==> src/rtl/evt_cap_pkg.sv <==
package evt_cap_pkg;
   typedef enum logic [1:0] {
      SEL_STAT = 2'd0,
      SEL_LO   = 2'd1,
      SEL_HI   = 2'd2,
      SEL_NONE = 2'd3
   } word_sel_e;

   localparam int DIR_RX = 0;
   localparam int DIR_TX = 1;
endpackage

==> src/rtl/evt_cap_slot.sv <==
module evt_cap_slot #(
   parameter int TIME_W = 64,
   parameter int SEQ_W  = 16,
   parameter int EN_W   = 3
) (
   input  logic              clk,
   input  logic              rst_n,
   input  logic              evt,
   input  logic [SEQ_W-1:0]  seq_in,
   input  logic [EN_W-1:0]   en,
   input  logic [TIME_W-1:0] now,
   input  logic              clr,
   output logic              valid_q,
   output logic [SEQ_W-1:0]  seq_q,
   output logic [TIME_W-1:0] stamp_q
);
   logic pend_q;
   logic accept;

   assign accept = evt && (en != '0) && !valid_q && !pend_q && !clr;

   always_ff @(posedge clk) begin
      if (!rst_n) begin
         pend_q  <= 1'b0;
         valid_q <= 1'b0;
         seq_q   <= '0;
         stamp_q <= '0;
      end else if (clr) begin
         pend_q  <= 1'b0;
         valid_q <= 1'b0;
         seq_q   <= '0;
         stamp_q <= '0;
      end else if (accept) begin
         pend_q  <= 1'b1;
         seq_q   <= seq_in;
         stamp_q <= now;
      end else if (pend_q) begin
         pend_q  <= 1'b0;
         valid_q <= 1'b1;
      end
   end


   capture_pending_chk: assert property (@(posedge clk) disable iff (!rst_n)
      accept |=> (pend_q && !valid_q && stamp_q == $past(now) && seq_q == $past(seq_in)));


   pending_to_valid_chk: assert property (@(posedge clk) disable iff (!rst_n)
      (pend_q && !clr) |=> valid_q);


   hold_capture_chk: assert property (@(posedge clk) disable iff (!rst_n)
      (valid_q && !clr) |=> (valid_q && $stable(stamp_q) && $stable(seq_q)));


   disabled_idle_chk: assert property (@(posedge clk) disable iff (!rst_n)
      (en == '0 && !pend_q && !valid_q) |=> !pend_q);


   clear_empty_chk: assert property (@(posedge clk) disable iff (!rst_n)
      clr |=> (!valid_q && !pend_q && stamp_q == '0 && seq_q == '0));


   never_both_chk: assert property (@(posedge clk) disable iff (!rst_n)
      !(valid_q && pend_q));
endmodule

==> src/rtl/evt_cap_csr.sv <==
module evt_cap_csr
   import evt_cap_pkg::*;
#(
   parameter int N_DIR     = 2,
   parameter int TIME_W    = 64,
   parameter int SEQ_W     = 16,
   parameter int DATA_W    = 32,
   parameter int VALID_BIT = 16,
   parameter int DIR_W     = 1,
   parameter int ADDR_W    = 3
) (
   input  logic [ADDR_W-1:0]             addr,
   input  logic                          wr,
   input  logic [DATA_W-1:0]             wdata,
   input  logic [N_DIR-1:0]              valid,
   input  logic [N_DIR-1:0][SEQ_W-1:0]   seq,
   input  logic [N_DIR-1:0][TIME_W-1:0]  stamp,
   output logic [N_DIR-1:0]              clr,
   output logic [DATA_W-1:0]             rdata
);
   logic [DIR_W-1:0] dir;
   word_sel_e        sel;
   logic             unused_wdata;

   assign dir          = addr[ADDR_W-1:2];
   assign sel          = word_sel_e'(addr[1:0]);
   assign unused_wdata = ^wdata;

   for (genvar g = 0; g < N_DIR; g++) begin : g_clr
      assign clr[g] = wr && (dir == DIR_W'(g)) && (sel == SEL_STAT) && wdata[VALID_BIT];
   end

   always_comb begin
      rdata = '0;
      if (int'(dir) < N_DIR) begin
         unique case (sel)
            SEL_STAT: begin
               rdata[SEQ_W-1:0] = seq[dir];
               rdata[VALID_BIT] = valid[dir];
            end
            SEL_LO:   rdata = stamp[dir][DATA_W-1:0];
            SEL_HI:   rdata = stamp[dir][TIME_W-1 -: DATA_W];
            default:  rdata = '0;
         endcase
      end
   end


   always_comb begin
      clr_single_chk: assert ($onehot0(clr));
   end
endmodule

==> src/rtl/evt_time_capture.sv <==
module evt_time_capture
   import evt_cap_pkg::*;
#(
   parameter int TIME_W    = 64,
   parameter int SEQ_W     = 16,
   parameter int EN_W      = 3,
   parameter int DATA_W    = 32,
   parameter int VALID_BIT = 16,
   localparam int N_DIR    = 2,
   localparam int DIR_W    = $clog2(N_DIR),
   localparam int ADDR_W   = DIR_W + 2
) (
   input  logic              clk,
   input  logic              rst_n,
   input  logic [TIME_W-1:0] cur_time,
   input  logic              rx_evt,
   input  logic [SEQ_W-1:0]  rx_seq,
   input  logic [EN_W-1:0]   rx_en,
   input  logic              tx_evt,
   input  logic [SEQ_W-1:0]  tx_seq,
   input  logic [EN_W-1:0]   tx_en,
   input  logic [ADDR_W-1:0] csr_addr,
   input  logic              csr_wr,
   input  logic [DATA_W-1:0] csr_wdata,
   output logic [DATA_W-1:0] csr_rdata
);
   if (TIME_W != 2 * DATA_W) begin : g_bad_time
      $error("time width must span exactly two data words");
   end
   if (SEQ_W > VALID_BIT) begin : g_bad_seq
      $error("sequence field overlaps the valid flag");
   end
   if (VALID_BIT >= DATA_W) begin : g_bad_flag
      $error("valid flag lies outside the data word");
   end

   logic [N_DIR-1:0]              evt_v;
   logic [N_DIR-1:0][SEQ_W-1:0]   seq_v;
   logic [N_DIR-1:0][EN_W-1:0]    en_v;
   logic [N_DIR-1:0]              clr_v;
   logic [N_DIR-1:0]              valid_v;
   logic [N_DIR-1:0][SEQ_W-1:0]   seqq_v;
   logic [N_DIR-1:0][TIME_W-1:0]  stamp_v;

   assign evt_v[DIR_RX] = rx_evt;
   assign evt_v[DIR_TX] = tx_evt;
   assign seq_v[DIR_RX] = rx_seq;
   assign seq_v[DIR_TX] = tx_seq;
   assign en_v[DIR_RX]  = rx_en;
   assign en_v[DIR_TX]  = tx_en;

   for (genvar g = 0; g < N_DIR; g++) begin : g_slot
      evt_cap_slot #(
         .TIME_W (TIME_W),
         .SEQ_W  (SEQ_W),
         .EN_W   (EN_W)
      ) u_slot (
         .clk     (clk),
         .rst_n   (rst_n),
         .evt     (evt_v[g]),
         .seq_in  (seq_v[g]),
         .en      (en_v[g]),
         .now     (cur_time),
         .clr     (clr_v[g]),
         .valid_q (valid_v[g]),
         .seq_q   (seqq_v[g]),
         .stamp_q (stamp_v[g])
      );
   end

   evt_cap_csr #(
      .N_DIR     (N_DIR),
      .TIME_W    (TIME_W),
      .SEQ_W     (SEQ_W),
      .DATA_W    (DATA_W),
      .VALID_BIT (VALID_BIT),
      .DIR_W     (DIR_W),
      .ADDR_W    (ADDR_W)
   ) u_csr (
      .addr  (csr_addr),
      .wr    (csr_wr),
      .wdata (csr_wdata),
      .valid (valid_v),
      .seq   (seqq_v),
      .stamp (stamp_v),
      .clr   (clr_v),
      .rdata (csr_rdata)
   );
endmodule

==> config.mk <==
export PLATFORM = sky130hd
export DESIGN_NAME = evt_time_capture
export DESIGN_NICKNAME = d
export VERILOG_FILES = /design/src/rtl/evt_cap_pkg.sv /design/src/rtl/evt_cap_slot.sv /design/src/rtl/evt_cap_csr.sv /design/src/rtl/evt_time_capture.sv
export SDC_FILE = /design/constraint.sdc
export NUM_CORES = 1
export LEC_CHECK = 0
export CAP_MARGIN = 20
export CORE_UTILIZATION = 46
export CTS_BUF_LIST = sky130_fd_sc_hd__clkbuf_16
export CTS_CLUSTER_DIAMETER = 60
export DETAILED_ROUTE_END_ITERATION = 8
export HOLD_SLACK_MARGIN = 0.02
export PLACE_DENSITY_LB_ADDON = 0.08
export SYNTH_ARGS = -nofsm -noshare
export SYNTH_HDL_FRONTEND = slang
export SYNTH_SLANG_ARGS = --single-unit
==> constraint.sdc <==
create_clock -name clk -period 1.8 [get_ports clk]
set_clock_uncertainty 0.1 [all_clocks]
set_input_delay 0.36 -clock clk [delete_from_list [all_inputs] [get_ports clk]]
set_output_delay 0.36 -clock clk [all_outputs]
set_load 0.05 [all_outputs]
Word-level counts from Yosys, hierarchy flattened
Index checks and enable logic that the tools add are counted.
- equal/unequal tests: 2
- muxes and demuxes: 10
- bitwise logic cells: 4
- reduce and logical (&&, ||, !) cells: 27
- $lt $le $gt $ge: 1
- operators with widths (operator ; number):
    $mux W64 ; 2
    $pmux W17 S3 ; 1
    $mux W16 ; 2
    $pmux W15 S2 ; 1
    $logic_and A1 B1 Y1 ; 14
    $logic_not A1 Y1 ; 6
    $reduce_bool A3 Y1 ; 2
    $mux W1 ; 4
    $not A1 Y1 ; 4
    $reduce_and A2 Y1 ; 2
    $reduce_or A2 Y1 ; 2
    $eq A2 B1 Y1 const B ; 1
    $eq A2 B2 Y1 const B ; 1
    $logic_not A2 Y1 ; 1
    $lt A1 B2 Y1 const B ; 1
- word-level logic and storage cells: 52
- output and inout port bits: 32
- flip-flop bits (word level): 164

Logic depth before layout (Yosys ltp)
Gate-level depths: netlist (run 1).
- word-level depth: 8
- gate-level depth with buffers: 8
- depth with buffers taken out: 5

By module
Synthesis (run 1) repeated with hierarchy kept, for this count alone.
- cells, all modules: 922
- area, all modules: 8250.4 µm²
- modules (own cells, without submodules) (module ; seq. area each (µm²) ; times used ; cells an instance ; area an instance (µm²)):
    evt_cap_slot ; 1641.6 ; 2 ; 373 ; 3357.0
    evt_cap_csr ; 0.0 ; 1 ; 176 ; 1536.5

Worst setup path after synthesis (run 1)
Ideal clock, no wire load.
- path type: input port to output port
- start point: input csr_addr[0]
- end point: output csr_rdata[15]
- path buffers: 3
- cell stages on the path: 7
- data arrival time: 2022 ps
- required time: 1340 ps
- slack: -682 ps
- path through: inv_1 ha_1 buf_2 buf_2 clkbuf_1 nand2_1 a21oi_1
- longest elaborated chain between the ends: 2
- elaborated cells between the ends (all ways): 4
- classes of those cells: eq/ne (2); mux (1); reduce/logical (1)
- RTL lines (element ; RTL line ; source):
    from (decl) ; evt_time_capture.sv:22 ; input logic [ADDR_W-1:0] csr_addr,
    $eq A2 B2 Y1, or another cell as far along ; evt_cap_csr.sv:36 ; unique case (sel)
    $pmux W17 S3 (*) ; evt_cap_csr.sv:36 ;
    to (decl) ; evt_time_capture.sv:25 ; output logic [DATA_W-1:0] csr_rdata
Mark *: on every way between the ends. The rest lies on a longest branch, timed or not.

Worst setup path after layout (run 1)
- start point: input csr_addr[1]
- end point: output csr_rdata[15]
The elaborated chain is that of the path after synthesis.

==> results of run 1 <==
[layout make-up]
type / instances / area share
Inverter: 3 / 0.001374
Clock buffer: 17 / 0.03593
Multi-Input combinational cell: 650 / 0.3733
Sequential cell: 164 / 0.2773
Timing Repair Buffer: 246 / 0.2719
Tap cell: 220 / 0.02325
Clock inverter: 15 / 0.01701
[cells by family (layout without fill, tap and decap cells)]
group	after synthesis	after routing	share of synthesized area
AO/OA/AOI/OAI	405	405	0.2885
adder cells (fa/ha/maj)	4	4	0.006423
flip-flops	164	164	0.4213
AND/OR/NAND/NOR	193	194	0.1307
buffers and inverters	113	281	0.08767
multiplexers	47	47	0.06535
[where the power goes]
group | switching, mW | internal, mW
Combinational | 1.14 | 1.09
Clock | 1.57 | 2.34
Sequential | 0.138 | 3.87
[per-layer routing]
metal	share of wire	GRT usage	vias up
met4	0.025	0.1047	2
met5	0.00033	0	-
met1	0.42	0.4394	3817
met2	0.47	0.5121	413
met3	0.085	0.06767	52
li1	-	-	3725
[worst max-delay path, stage by stage]
cell and delay [ns]:
buf_8 0.08, inv_4 0.04, buf_6 0.11, ha_4 0.17, buf_12 0.13, buf_8 0.13, a221o_1 0.36, o21ai_2 0.09
a21oi_4 0.10, buf_12 0.16
[sequential cells by signal, summed over array words and instances, names as in the netlist]
register / cells
g_slot.u_slot.valid_q: 2
g_slot.u_slot.pend_q: 2
g_slot.u_slot.seq_q: 32
g_slot.u_slot.stamp_q: 128
[worst min-delay path by stage]
stage | start | end | slack (ns)
6_report | g_slot[1].u_slot.stamp_q[63] | g_slot[1].u_slot.stamp_q[63] | 0.38
5_1_grt | g_slot[0].u_slot.stamp_q[34] | g_slot[0].u_slot.stamp_q[34] | 0.39
4_1_cts | g_slot[1].u_slot.stamp_q[63] | g_slot[1].u_slot.stamp_q[63] | 0.37
3_5_place_dp | g_slot[1].u_slot.stamp_q[63] | g_slot[1].u_slot.stamp_q[63] | 0.36
3_3_place_gp | g_slot[1].u_slot.stamp_q[49] | g_slot[1].u_slot.stamp_q[49] | 0.36
2_1_floorplan | g_slot[1].u_slot.stamp_q[25] | g_slot[1].u_slot.stamp_q[25] | 0.35
[layout by cell type, fill, tap and decap left out, types with 4 or more instances in the layout]
cell / instances
a21oi_1: 160
a22oi_2: 44
buf_12: 74
buf_16: 5
buf_4: 46
buf_6: 7
buf_8: 7
bufinv_16: 4
clkbuf_16: 17
clkdlybuf4s50_1: 107
dfxtp_1: 164
ha_4: 4
inv_6: 5
mux2_2: 27
mux2_4: 4
mux2i_1: 16
nand3_1: 161
nor2_1: 4
nor2b_2: 10
nor2b_4: 5
o21ai_0: 64
o21ai_1: 96
o21ai_4: 18
o32a_1: 16
[repair_timing]
| action | in CTS | in global routing |
|---|---|---|
| setup endpoints to repair | 196 | 36 |
| pin swaps | 33 | 34 |
| setup buffers | 23 | 6 |
| hold endpoints to repair | 0 | 0 |
| hold buffers | 0 | 0 |
| gates cloned | 8 | 0 |
| resized for setup | 86 | 14 |
[through the flow]
step	TNS [ns]	setup WS, ns	utilization	instances
detailed placement	-128.39	-0.7641	0.6336	1253
CTS	-8.008	-0.3988	0.7154	1315
global route	-9.965	-0.4231	0.7140	1315
global placement	-127.57	-0.7496	0.6336	1253
floorplan	-1.233	-0.1008	-	926
finish	-9.149	-0.3941	0.7140	1315
==> flow_metrics.py, run 1 <==
metrics = {
    "worst_setup_path": {
        "end_kind": "output port",
        "worstPathMaxFanout": 7,
        "rr_worst_depth": 4,
        "criticalPathCategory": "primary input to output port",
        "reg2reg_from": "g_slot[1].u_slot.valid_q",
        "r2r-end": "g_slot[1].u_slot.stamp_q[16]",
        "startpoint": "csr_addr[1]",
        "required_ns": 1.34,
        "cp-start-kind": "primary input",
        "rrSetupSlack_ns": 0.08,
        "crit_end": "csr_rdata[15]",
        "worst_ep_arrival_time_ns": 1.73,
    },
    "synth": {
        "synth_warnings": 0,
        "synthDistinctLibCells": 31,
        "ys.flop_type": "dfxtp_1",
        "synth-seq-cells": 164,
        "yosys.area.top_type_share": 0.4213,
        "synth_area_per_cell_sq_um": 8.415,
        "synthTopCellsByCount": "dfxtp_1, a21oi_1, nand3_1",
        "syn_inst": 926,
        "synth_nets": 1072,
        "synth_area_leaders": "dfxtp_1, a21oi_1, nand3_1",
        "synth.most_common_cell": "dfxtp_1",
        "synth_edf_count": 0,
        "synth_area_leader_cell": "dfxtp_1",
        "seq_area_frac_synth": 0.4213,
        "syn-cell-area_sq_um": 7792,
        "synthArstFlopShare": 0,
    },
    "floorplanning": {
        "io_pins": 174,
        "core_area_sq_um": 16580,
        "dieArea_sq_um": 17460,
        "rows": 47,
        "start_util": 0.4699,
        "fp.dieW_um": 132.2,
        "fp.dieH_um": 132.2,
    },
    "finish": {
        "ff_latch_area_sq_um": 3283,
        "antennaDiodeCount": 0,
        "nets": 1228,
        "synthToLayoutAreaGrowth_pct": 51.96,
        "final_area_sq_um": 11840,
        "multiInputGateArea_sq_um": 4420,
        "num-fill-cells": 1272,
        "drive_gt1_frac": 0.2721,
    },
    "drt": {
        "ant_nets": 0,
        "num_vias": 8009,
        "drcViolationCount": 0,
        "drtIter0Drc": 844,
        "wl_um": 27380,
        "dr.pass1.iters": 6,
        "vias_per_cell": 6.090,
        "avgRoutedWirePerCell_um": 20.82,
    },
    "timing": {
        "setup_viol": 32,
        "period_needed_ns": 2.194,
        "holdWs_ns": 0.3772,
        "finalMaxSlewViolations": 0,
        "slew_headroom": 0.7029,
        "grt_setup_unrepaired": "true",
        "fmax_mhz": 455.8,
        "tightest_slew_ns": 0.4457,
        "finalCritPeriodShare": 1.219,
        "worst_slack_ns": -0.3941,
        "hold_violations": 0,
    },
    "clock_tree": {
        "clk_latency_ns": 0.42,
        "cts.sink_count": 164,
        "path_clk_slew_ns": 0.06,
        "cts_buffers": 17,
        "clock_path_buffers": 2,
        "cts_tree": "built",
        "root_buffer": "clkbuf_16",
        "h-tree-depth": 4,
    },
    "worst_hold_path": {
        "whs_path_depth": 2,
        "min_path_type": "register to register",
    },
    "global_route": {
        "antenna_found_initial": 1,
        "grt.total_usage": 0.3235,
        "grt_max_degree": 47,
        "grt_pass1_vias": 7888,
        "grt-ovfl-total": 0,
        "grt_pass1_wl_um": 44020,
    },
    "place": {
        "gp_congestion": 0.8666,
        "io_buffers": 142,
        "dpl_cell_area_sq_um": 10510,
        "dpl.hpwl_um": 16480,
    },
    "status": {
        "status": "finished with violations",
        "violations": "negative setup slack",
    },
    "power": {
        "power_mw": 10.15,
        "power-per-cell-area_nw_per_um2": 857.4,
        "ir_drop_mv": 0.7190,
        "power_leakage_nw": 4.170,
    },
    "run": {
        "drv_cap": 0,
    },
}
No activity file was read; power rests on OpenSTA's default activity.
==> run 2: changes to the inputs <==
CORE_UTILIZATION = 57   (was 46)
DONT_BUFFER_PORTS = 1   (was not set)
==> run 2 against run 1 <==
Against the previous run: the flow still finishes with violations (negative setup slack); maximum frequency increased by 15%; combinational power decreased by 20%; worst hold slack got worse by 0.31 ns; die area decreased by 19%; count of clock-buffer cells in the layout unchanged; global-route usage increased by 4.1 points; final cell count decreased by 10%; critical path type is now register to output port; critical endpoint is now csr_rdata[27]; largest cell class unchanged; largest power group unchanged.
==> flow_metrics.py, run 2 (synthesis gave the netlist of run 1 again) <==
metrics = {
    "status": {
        "status": "finished with violations",
        "violations": "negative setup slack",
    },
    "worst_hold_path": {
        "whs_path_depth": 2,
        "min_path_type": "primary input to register",
        "min_to": "g_slot[1].u_slot.seq_q[0]",
        "min-delay-start": "tx_seq[0]",
    },
    "clock_tree": {
        "cts_buffers": 17,
        "root_buffer": "clkbuf_16",
        "path_clk_slew_ns": 0.06,
        "h-tree-depth": 4,
        "clock_path_buffers": 2,
        "cts.sink_count": 164,
        "clk_latency_ns": 0.42,
        "cts_tree": "built",
    },
    "drt": {
        "dr.pass1.iters": 6,
        "num_vias": 7834,
        "drcViolationCount": 0,
        "wl_um": 25620,
        "drtIter0Drc": 1090,
        "ant_nets": 0,
        "vias_per_cell": 6.650,
        "avgRoutedWirePerCell_um": 21.75,
    },
    "global_route": {
        "grt.total_usage": 0.3641,
        "grt_max_degree": 82,
        "antenna_found_initial": 3,
        "grt_pass1_wl_um": 40990,
        "grt-ovfl-total": 0,
        "grt_pass1_vias": 7778,
    },
    "finish": {
        "nets": 1132,
        "drive_gt1_frac": 0.2573,
        "instances_no_fill": 1178,
        "final_area_sq_um": 10540,
        "final_cell_mix": "nand3_1, a21oi_1, dfxtp_1",
        "largest_register": "g_slot.u_slot.stamp_q",
        "largest_reg_flops": 128,
        "biggestRegsByFlops": "g_slot.u_slot.stamp_q x128, g_slot.u_slot.seq_q x32",
        "synthToLayoutAreaGrowth_pct": 35.20,
        "layout_commonest_cell": "nand3_1",
    },
    "floorplanning": {
        "core_area_sq_um": 13300,
        "start_util": 0.5861,
        "fp.dieW_um": 118.9,
        "dieArea_sq_um": 14140,
        "fp.dieH_um": 118.9,
        "io_pins": 174,
        "rows": 42,
    },
    "power": {
        "power_leakage_nw": 3.577,
        "power-per-cell-area_nw_per_um2": 891.2,
        "ir_drop_mv": 0.7272,
        "power_mw": 9.389,
    },
    "worst_setup_path": {
        "reg2reg_from": "g_slot[1].u_slot.valid_q",
        "required_ns": 1.34,
        "worst_ep_arrival_time_ns": 1.45,
        "end_kind": "output port",
        "r2r-end": "g_slot[1].u_slot.stamp_q[24]",
        "cp-start-kind": "register",
        "rrSetupSlack_ns": 0.14,
        "rr_worst_depth": 4,
        "criticalPathCategory": "register to output port",
        "worstPathMaxFanout": 2,
    },
    "timing": {
        "finalCritPeriodShare": 1.063,
        "period_needed_ns": 1.913,
        "setup_viol": 27,
        "worst_slack_ns": -0.1126,
        "fmax_mhz": 522.8,
        "slew_headroom": 0.7132,
        "grt_setup_unrepaired": "true",
        "tightest_slew_ns": 0.4286,
        "finalMaxSlewViolations": 0,
        "hold_violations": 0,
    },
    "place": {
        "place_inst": 1044,
        "io_buffers": 0,
        "dpl_cell_area_sq_um": 8531,
        "gp_congestion": 0.9032,
        "dpl.hpwl_um": 14440,
    },
    "run": {
        "drv_cap": 0,
    },
}
run 2: stage by stage:
step | worst slack [ns] | TNS [ns] | hold slack (ns) | util
after floorplan | -0.1008 | -1.233 | 0.3501 | -
after global placement | -0.1246 | -6.693 | 0.3561 | 0.6416
after detailed placement | -0.1277 | -8.972 | 0.3667 | 0.6416
after CTS | -0.1137 | -1.750 | 0.04747 | 0.7868
after global routing | -0.1541 | -2.464 | 0.05830 | 0.7924
final | -0.1126 | -1.457 | 0.06293 | 0.7924
run 2: worst max-delay path by stage:
stage                     depth (start not counted)  slack [ns]             to                         start
after floorplan                                   4       -0.10  csr_rdata[18]                   csr_addr[0]
after global placement                            7       -0.12  csr_rdata[15]                   csr_addr[1]
after detailed placement                          6       -0.13   csr_rdata[5]                   csr_addr[1]
after CTS                                         4       -0.11  csr_rdata[17]  g_slot[0].u_slot.stamp_q[17]
after global routing                              4       -0.15  csr_rdata[27]  g_slot[1].u_slot.stamp_q[59]
final                                             4       -0.11  csr_rdata[27]  g_slot[1].u_slot.stamp_q[59]
run 2: power breakdown:
group          switching, mW  total, mW  internal [mW]  leakage, nW
registers              0.147       4.04           3.89         1.36
logic                   1.01       1.78          0.761         1.92
clock network           1.44       3.58           2.14        0.293
run 2: routing by layer:
metal | vias up | routed length (um) | GRT usage
met1 | 3770 | 10280 | 0.4613
met2 | 474 | 12360 | 0.5969
met3 | 51 | 2491 | 0.09914
li1 | 3539 | - | -
met5 | - | 0 | 0
met4 | 0 | 491 | 0.1226
run 2: area by class of cell:
| class | count | area [sq um] |
|---|---|---|
| Timing Repair Buffer | 151 | 1887 |
| Multi-Input combinational cell | 649 | 4459 |
| Clock inverter | 15 | 148.9 |
| Clock buffer | 17 | 425.4 |
| Antenna cell | 3 | 7.507 |
| Sequential cell | 164 | 3343 |
| Fill cell | 847 | 2760 |
| Tap cell | 176 | 220.2 |
| Inverter | 3 | 43.79 |
run 2: timing repair:
action                                  CTS  global route
pin swaps                                28            14
buffers inserted                          5             1
resized for setup                        69            56
gates cloned                              3             0
hold buffers                             94             0
endpoints found under the setup margin   32            32
endpoints found under the hold margin   158             0
run 2: worst max-delay path: stages (launching register included):
cell and delay, ns:
dfxtp_1 0.34, mux2_4 0.28, a22oi_2 0.18, nor2b_2 0.08, buf_12 0.15
